[src/rtl/usb_out_ep_pkg.sv]
package usb_out_ep_pkg;
  typedef enum logic [1:0] {
    HS_ACK   = 2'b00,
    HS_NAK   = 2'b01,
    HS_STALL = 2'b10
  } hs_code_e;

  localparam int unsigned NBUF = 2;

  localparam int unsigned B_SVC   = 0;
  localparam int unsigned B_DONE  = 1;
  localparam int unsigned B_AVAIL = 2;
  localparam int unsigned B_SHORT = 3;
  localparam int unsigned B_FST   = 4;
  localparam int unsigned B_SST   = 5;
endpackage

[src/rtl/usb_out_ep_rxbuf.sv]
module usb_out_ep_rxbuf #(
  parameter int unsigned DEPTH   = 64,
  parameter int unsigned MAX_PKT = 64,
  parameter int unsigned CW      = $clog2(DEPTH + 1)
) (
  input  logic          clk,
  input  logic          rst_n,
  input  logic          wr_vld,
  input  logic [7:0]    wr_data,
  input  logic          wr_end,
  input  logic          wr_good,
  input  logic          wr_en,
  input  logic          rd_sel,
  input  logic [CW-1:0] rd_idx,
  input  logic          drain,
  output logic [7:0]    rd_data,
  output logic          rd_vld,
  output logic [CW-1:0] rd_len,
  output logic          nxt_vld,
  output logic [CW-1:0] nxt_len,
  output logic          full,
  output logic          commit,
  output logic [CW-1:0] commit_len
);
  import usb_out_ep_pkg::*;

  localparam int unsigned IW = $clog2(DEPTH);

  logic [7:0]    mem_q [NBUF][DEPTH];
  logic          vld_q [NBUF];
  logic          vld_d [NBUF];
  logic [CW-1:0] len_q [NBUF];
  logic [CW-1:0] len_d [NBUF];
  logic          wsel_q, wsel_d;
  logic [CW-1:0] wcnt_q, wcnt_d;
  logic          take;
  logic          nsel;

  always_comb begin
    full       = vld_q[wsel_q];
    take       = wr_vld && !wr_end && wr_en && !full && (wcnt_q < CW'(MAX_PKT));
    commit     = wr_end && wr_good && wr_en && !full;
    commit_len = wcnt_q;
    wsel_d     = commit ? ~wsel_q : wsel_q;
    if (wr_end)    wcnt_d = '0;
    else if (take) wcnt_d = wcnt_q + 1'b1;
    else           wcnt_d = wcnt_q;
  end

  always_ff @(posedge clk or negedge rst_n) begin
    if (!rst_n) begin
      wsel_q <= 1'b0;
      wcnt_q <= '0;
    end else begin
      wsel_q <= wsel_d;
      wcnt_q <= wcnt_d;
    end
  end

  for (genvar b = 0; b < NBUF; b++) begin : g_buf
    logic hit_w;
    logic hit_r;

    always_comb begin
      hit_w    = commit && (wsel_q == 1'(b));
      hit_r    = drain && (rd_sel == 1'(b));
      vld_d[b] = (vld_q[b] | hit_w) & ~hit_r;
      len_d[b] = hit_w ? wcnt_q : len_q[b];
    end

    always_ff @(posedge clk or negedge rst_n) begin
      if (!rst_n) begin
        vld_q[b] <= 1'b0;
        len_q[b] <= '0;
      end else begin
        vld_q[b] <= vld_d[b];
        len_q[b] <= len_d[b];
      end
    end

    always_ff @(posedge clk) begin
      if (take && (wsel_q == 1'(b))) mem_q[b][wcnt_q[IW-1:0]] <= wr_data;
    end
  end

  always_comb begin
    nsel    = ~rd_sel;
    rd_data = mem_q[rd_sel][rd_idx[IW-1:0]];
    rd_vld  = vld_q[rd_sel];
    rd_len  = len_q[rd_sel];
    nxt_vld = vld_q[nsel];
    nxt_len = len_q[nsel];
  end
endmodule

[src/rtl/usb_out_ep_rdctl.sv]
module usb_out_ep_rdctl #(
  parameter int unsigned DEPTH   = 64,
  parameter int unsigned MAX_PKT = 64,
  parameter int unsigned CW      = $clog2(DEPTH + 1)
) (
  input  logic          clk,
  input  logic          rst_n,
  input  logic          pop_req,
  input  logic          rel_req,
  input  logic          rd_vld,
  input  logic [CW-1:0] rd_len,
  input  logic          nxt_vld,
  input  logic [CW-1:0] nxt_len,
  input  logic          commit,
  input  logic [CW-1:0] commit_len,
  output logic          rd_sel,
  output logic [CW-1:0] rd_idx,
  output logic          avail,
  output logic          drain,
  output logic          short_flag
);
  logic          rsel_q, rsel_d;
  logic [CW-1:0] ridx_q, ridx_d;
  logic          rsp_q, rsp_d;
  logic          pop, last, zrel;

  always_comb begin
    avail = rd_vld && (ridx_q < rd_len);
    pop   = pop_req && avail;
    last  = pop && ((ridx_q + 1'b1) == rd_len);
    zrel  = rel_req && rd_vld && (rd_len == '0);
    drain = last | zrel;

    if (drain)    ridx_d = '0;
    else if (pop) ridx_d = ridx_q + 1'b1;
    else          ridx_d = ridx_q;

    rsel_d = drain ? ~rsel_q : rsel_q;

    rsp_d = rsp_q;
    if (drain) begin
      if (nxt_vld)     rsp_d = (nxt_len < CW'(MAX_PKT));
      else if (commit) rsp_d = (commit_len < CW'(MAX_PKT));
      else             rsp_d = 1'b0;
    end else if (commit && !rd_vld) begin
      rsp_d = (commit_len < CW'(MAX_PKT));
    end
  end

  always_ff @(posedge clk or negedge rst_n) begin
    if (!rst_n) begin
      rsel_q <= 1'b0;
      ridx_q <= '0;
      rsp_q  <= 1'b0;
    end else begin
      rsel_q <= rsel_d;
      ridx_q <= ridx_d;
      rsp_q  <= rsp_d;
    end
  end

  assign rd_sel     = rsel_q;
  assign rd_idx     = ridx_q;
  assign short_flag = rsp_q;
endmodule

[src/rtl/usb_out_ep_csr.sv]
module usb_out_ep_csr (
  input  logic       clk,
  input  logic       rst_n,
  input  logic       csr_wr,
  input  logic [7:0] wdata,
  input  logic       commit,
  input  logic       tok_out,
  input  logic       svc,
  input  logic       avail,
  input  logic       short_flag,
  input  logic       data_sel,
  input  logic [7:0] rd_byte,
  output logic       fst,
  output logic       sst,
  output logic       rpc,
  output logic       rel_req,
  output logic [7:0] rdata
);
  import usb_out_ep_pkg::*;

  logic fst_q, fst_d;
  logic sst_q, sst_d;
  logic rpc_q, rpc_d;
  logic [7:0] stat;

  always_comb begin
    rel_req = csr_wr && wdata[B_DONE];
    rpc_d   = commit | (rpc_q & ~rel_req);
    sst_d   = (tok_out & fst_q) | (sst_q & ~(csr_wr & wdata[B_SST]));
    fst_d   = csr_wr ? wdata[B_FST] : fst_q;

    stat          = 8'h00;
    stat[B_SVC]   = svc;
    stat[B_DONE]  = rpc_q;
    stat[B_AVAIL] = avail;
    stat[B_SHORT] = short_flag;
    stat[B_FST]   = fst_q;
    stat[B_SST]   = sst_q;

    if (data_sel) rdata = avail ? rd_byte : 8'h00;
    else          rdata = stat;
  end

  always_ff @(posedge clk or negedge rst_n) begin
    if (!rst_n) begin
      fst_q <= 1'b0;
      sst_q <= 1'b0;
      rpc_q <= 1'b0;
    end else begin
      fst_q <= fst_d;
      sst_q <= sst_d;
      rpc_q <= rpc_d;
    end
  end

  assign fst = fst_q;
  assign sst = sst_q;
  assign rpc = rpc_q;
endmodule

[src/rtl/usb_out_ep_rx.sv]
module usb_out_ep_rx #(
  parameter int unsigned DEPTH   = 64,
  parameter int unsigned MAX_PKT = 64
) (
  input  logic       clk,
  input  logic       rst_n,
  input  logic       rx_byte_vld,
  input  logic [7:0] rx_byte,
  input  logic       rx_eop,
  input  logic       rx_good,
  input  logic       tok_out,
  output logic [1:0] hs_code,
  input  logic       cpu_sel,
  input  logic       cpu_rd,
  input  logic       cpu_wr,
  input  logic [7:0] cpu_wdata,
  output logic [7:0] cpu_rdata
);
  import usb_out_ep_pkg::*;

  localparam int unsigned CW = $clog2(DEPTH + 1);

  logic          rst_s1, rst_n_s;
  logic [7:0]    rd_data;
  logic          rd_vld, nxt_vld, full, commit;
  logic [CW-1:0] rd_len, nxt_len, commit_len, rd_idx;
  logic          rd_sel, avail, drain, short_flag;
  logic          fst, sst, rpc, rel_req, svc;
  logic          csr_wr, pop_req;
  hs_code_e      hs;

  always_ff @(posedge clk or negedge rst_n) begin
    if (!rst_n) begin
      rst_s1  <= 1'b0;
      rst_n_s <= 1'b0;
    end else begin
      rst_s1  <= 1'b1;
      rst_n_s <= rst_s1;
    end
  end

  always_comb begin
    csr_wr  = cpu_wr && !cpu_sel;
    pop_req = cpu_rd && cpu_sel;
    svc     = rd_vld;
    if (fst)       hs = HS_STALL;
    else if (full) hs = HS_NAK;
    else           hs = HS_ACK;
    hs_code = hs;
  end

  usb_out_ep_rxbuf #(.DEPTH(DEPTH), .MAX_PKT(MAX_PKT), .CW(CW)) u_buf (
    .clk(clk), .rst_n(rst_n_s),
    .wr_vld(rx_byte_vld), .wr_data(rx_byte), .wr_end(rx_eop), .wr_good(rx_good),
    .wr_en(!fst),
    .rd_sel(rd_sel), .rd_idx(rd_idx), .drain(drain),
    .rd_data(rd_data), .rd_vld(rd_vld), .rd_len(rd_len),
    .nxt_vld(nxt_vld), .nxt_len(nxt_len),
    .full(full), .commit(commit), .commit_len(commit_len)
  );

  usb_out_ep_rdctl #(.DEPTH(DEPTH), .MAX_PKT(MAX_PKT), .CW(CW)) u_rd (
    .clk(clk), .rst_n(rst_n_s),
    .pop_req(pop_req), .rel_req(rel_req),
    .rd_vld(rd_vld), .rd_len(rd_len), .nxt_vld(nxt_vld), .nxt_len(nxt_len),
    .commit(commit), .commit_len(commit_len),
    .rd_sel(rd_sel), .rd_idx(rd_idx), .avail(avail), .drain(drain),
    .short_flag(short_flag)
  );

  usb_out_ep_csr u_csr (
    .clk(clk), .rst_n(rst_n_s),
    .csr_wr(csr_wr), .wdata(cpu_wdata), .commit(commit), .tok_out(tok_out),
    .svc(svc), .avail(avail), .short_flag(short_flag),
    .data_sel(cpu_sel), .rd_byte(rd_data),
    .fst(fst), .sst(sst), .rpc(rpc), .rel_req(rel_req), .rdata(cpu_rdata)
  );
endmodule

[config.mk]
export PLATFORM = sky130hd
export DESIGN_NAME = usb_out_ep_rx
export DESIGN_NICKNAME = d
export VERILOG_FILES = /design/src/rtl/usb_out_ep_pkg.sv /design/src/rtl/usb_out_ep_rxbuf.sv /design/src/rtl/usb_out_ep_rdctl.sv /design/src/rtl/usb_out_ep_csr.sv /design/src/rtl/usb_out_ep_rx.sv
export SDC_FILE = /design/constraint.sdc
export NUM_CORES = 1
export LEC_CHECK = 0
export BUFFER_PORTS_ARGS = -buffer_cell sky130_fd_sc_hd__buf_4
export CAP_MARGIN = 20
export CORE_ASPECT_RATIO = 2
export CORE_UTILIZATION = 65
export CTS_BUF_LIST = sky130_fd_sc_hd__clkbuf_16
export DETAILED_ROUTE_END_ITERATION = 10
export PLACE_DENSITY_LB_ADDON = 0.1
export SYNTH_ARGS = -nofsm -noshare
export SYNTH_HDL_FRONTEND = slang
export SYNTH_SLANG_ARGS = --single-unit
[constraint.sdc]
create_clock -name clk -period 9.4 [get_ports clk]
set_input_delay 1.41 -clock clk [delete_from_list [all_inputs] [get_ports clk]]
set_output_delay 1.41 -clock clk [all_outputs]
set_load 0.03 [all_outputs]
==> impl_metrics.env <==
export IMPL_post_cts_resized=0
export IMPL_place_hpwl_um=65300
export IMPL_grt_total_usage_pct=32.4
export IMPL_tightest_slew_ps=1200
export IMPL_fin_crit_ps=6660
export IMPL_wl_per_cell_um=32.8
export IMPL_min_path_type="reg -> async"
export IMPL_overflow=0
export IMPL_postSynthCellCount=2225
export IMPL_pre_cts_ws_ps=3560
export IMPL_first_pass_iters=6
export IMPL_clock_fmax_mhz=150
export IMPL_synth_compound_area_share_pct=4.18
export IMPL_synth_simple_area_share_pct=3.87
export IMPL_muxShareOfSynthArea_pct=14.0
export IMPL_die_w_um=183
export IMPL_final_common_cell="edfxtp_1"
export IMPL_critPathLaunchType="flip-flop"
export IMPL_yosysWarnings=0
export IMPL_max_stage_delay_ps=870
export IMPL_drtIter0Drc=2125
export IMPL_maxCapViolCount=0
export IMPL_final_cell_mix="edfxtp_1, nor2_1, mux2i_1, mux4_2, clkbuf_16"
export IMPL_port_buffers=29
export IMPL_intPower_mw=8.28
export IMPL_setup_violations=0
export IMPL_clock_sinks=1062
export IMPL_max_slew_margin_pct=19.9
export IMPL_drt_total_wl_um=104000
export IMPL_grt_start_max_net_pins=102
export IMPL_root_buffer="clkbuf_16"
export IMPL_cts_setup_buffers=0
export IMPL_p_comb_share_pct=26.2
export IMPL_ys_ff_latch=1062
export IMPL_antenna_found_initial=0
export IMPL_num_io_pins=35
export IMPL_num_fill_cells=3979
export IMPL_power_frac_seq_pct=44.9
export IMPL_fp_dieArea_sq_um=66300
export IMPL_outcome="complete, no violations"
export IMPL_final_max_slew_viol_count=0
export IMPL_cts_buffers_inserted=87
export IMPL_synth_top_family_by_area="multiplexers"
export IMPL_yosys_most_used_dff="edfxtp_1"
export IMPL_drtAntennaViolNets=0
export IMPL_clockPowerShare_pct=28.9
export IMPL_drive_above_1_share_pct=17.5
export IMPL_path_clk_slew_ps=70
export IMPL_fin_crit_sh_pct=70.9
export IMPL_syn_area_sq_um=42400
export IMPL_crit_required_ps=7990
export IMPL_synthDistinctLibCells=69
export IMPL_pwr_density_cell_nw_per_um2=263
export IMPL_die_y_um=363
export IMPL_clk_path_buf_depth=3
export IMPL_nets=2277
export IMPL_clk_latency_ps=680
export IMPL_regArea_sq_um=31700
export IMPL_routabilityCongestion=0.888
export IMPL_syn_nets=2259
export IMPL_p_sw_mw=3.76
export IMPL_synthAdderAreaFrac_pct=0.266
export IMPL_synth_edf_count=1024
export IMPL_htree_levels=3
export IMPL_fin_skew_ps=27.9
export IMPL_num_vias=21600
export IMPL_grt_pass1_wl_um=149000
export IMPL_ctsHoldBuffers=0
export IMPL_yosysSeqAreaShare_pct=74.8
export IMPL_drc=0
export IMPL_initial_core_util_pct=65.6
export IMPL_tns_ps=0
export IMPL_rsz0062_at_grt="false"
export IMPL_crit_top_cell="buf_4"
export IMPL_fin_ws_ps=2740
export IMPL_p_sw_share_pct=31.2
export IMPL_multi_input_area_sq_um=9650
export IMPL_grt_pass1_vias=22100
export IMPL_worst_ep_arrival_time_ps=5250
export IMPL_critPathSlowestCell="dfrtp_4"
export IMPL_fp_row_count=132
export IMPL_r2r_slack_ps=4900
export IMPL_critical_path_class="reg -> out"
export IMPL_hold_viol=0
export IMPL_coreArea_sq_um=64600
export IMPL_synth_xor_area_share_pct=0.413
export IMPL_avgSynthCellArea_sq_um=19.0
export IMPL_path_cells="buf_4, and3_4, buf_4, a221oi_1, o21ai_1, o221ai_1, o21ai_0, or3_1, o221ai_1, buf_4"
export IMPL_synthToLayoutAreaGrowth_pct=7.84
export IMPL_cts_tree="built"
export IMPL_routed_via_density=6.80
export IMPL_power_leakage_nw=14.8
export IMPL_ir_worst_vdd_uv=321
export IMPL_cp_max_fo=51
export IMPL_endpoint_kind="output port"
export IMPL_synthArstFlopShare_pct=3.58
## per-layer routing
layer,vias to the layer above,wire (um),global-route usage [%]
met5,-,0,0
met4,0,8620,24.3
met2,1090,53900,54.9
li1,9052,-,-
met3,258,6580,4.45
met1,11200,35100,37.7
## power groups by stage
| stage | combinational (mW) | sequential (mW) | clock [mW] |
|---|---|---|---|
| 5_1_grt | 3.27 | 5.41 | 3.67 |
| 2_1_floorplan | 2.36 | 5.35 | 0 |
| 3_5_place_dp | 3.14 | 5.51 | 0 |
| 6_report | 3.16 | 5.40 | 3.48 |
| 3_3_place_gp | 3.09 | 5.50 | 0 |
| 4_1_cts | 3.15 | 5.40 | 3.50 |
## kinds of logic after synthesis
logic type                 count (synthesis)
other                                      1
xor gates and xnor gates                  20
AOI/OAI and AO/OA                        235
DFF                                     1062
muxes                                    375
buffers and inverters                    149
and+or+nand+nor                          374
adders and majority gates                  9
## final timing paths
path                                start                 end  cells after the start
setup / recovery           u_rd.rd_idx[1]        cpu_rdata[3]                     10
hold / removal                    rst_n_s      u_buf.len_q[6]                      1
setup reg to reg             u_buf.wsel_q  u_buf.mem_q[1][12]                      6
hold reg to reg                   rst_n_s      u_buf.len_q[6]                      1
max in group asynchronous         rst_n_s      u_rd.rd_idx[1]                      1
min in group clk                   rst_s1             rst_n_s                      0
## worst max-delay path: cells and delay by family (launching register included)
kind                   cells  cell delay [ps]
buffers and inverters      3             1370
AO/OA/AOI/OAI              5             1180
flip-flops                 1              870
AND/OR/NAND/NOR            2             1000
## registers in the layout, indices dropped and copies added, names as in the netlist
register          flops
u_buf.mem_q        1024
u_buf.len_q          14
u_buf.commit_len      7
u_rd.rd_idx           7
u_buf.vld_q           2
rst_n_s               1
rst_s1                1
u_buf.wsel_q          1
u_csr.fst             1
u_csr.rpc             1
u_csr.sst             1
u_rd.rd_sel           1
u_rd.short_flag       1
## Yosys cell counts, types with 7 or more instances
master	instances	area share [%]
o211ai_1	22	0.39
mux2_2	30	0.80
buf_2	27	0.32
buf_4	11	0.19
a22oi_1	27	0.48
ha_1	9	0.27
buf_12	15	0.71
o21ai_1	11	0.13
nand3_1	22	0.26
edfxtp_1	1024	73
o22ai_1	18	0.27
o2111ai_1	10	0.21
inv_1	11	0.097
nor3_1	18	0.21
mux4_1	7	0.43
a221oi_1	18	0.37
xnor2_1	14	0.29
o221ai_1	43	0.89
o21ai_0	18	0.21
nand4_1	8	0.12
buf_6	13	0.35
mux2i_1	173	4.1
clkbuf_1	58	0.51
nor2_1	190	1.7
nand2_1	88	0.78
and3_1	13	0.19
dfrtp_1	38	2.2
buf_1	8	0.071
mux4_2	161	8.6
a21oi_1	31	0.37
## final cells by class
type / instances / share of cell area (%)
clock buffer: 88 / 4.82
inverter: 11 / 0.0903
sequential: 1062 / 69.4
multi-input combinational: 1014 / 21.1
antenna: 1 / 0.00548
tap: 871 / 2.38
timing repair buffer: 67 / 1.18
clock inverter: 67 / 1.02
## stage by stage
step	std cells	power, mW	utilization [%]	instance area (sq um)	hold WS [ps]
3_3_place_gp	3024	8.60	66.6	43000	308
4_1_cts	3180	12.1	70.8	45700	308
3_5_place_dp	3025	8.65	66.6	43000	309
6_report	3181	12.0	70.8	45700	283
5_1_grt	3180	12.4	70.8	45700	344
2_1_floorplan	2225	7.71	-	42400	331
No activity file was read; power rests on OpenSTA's default activity.
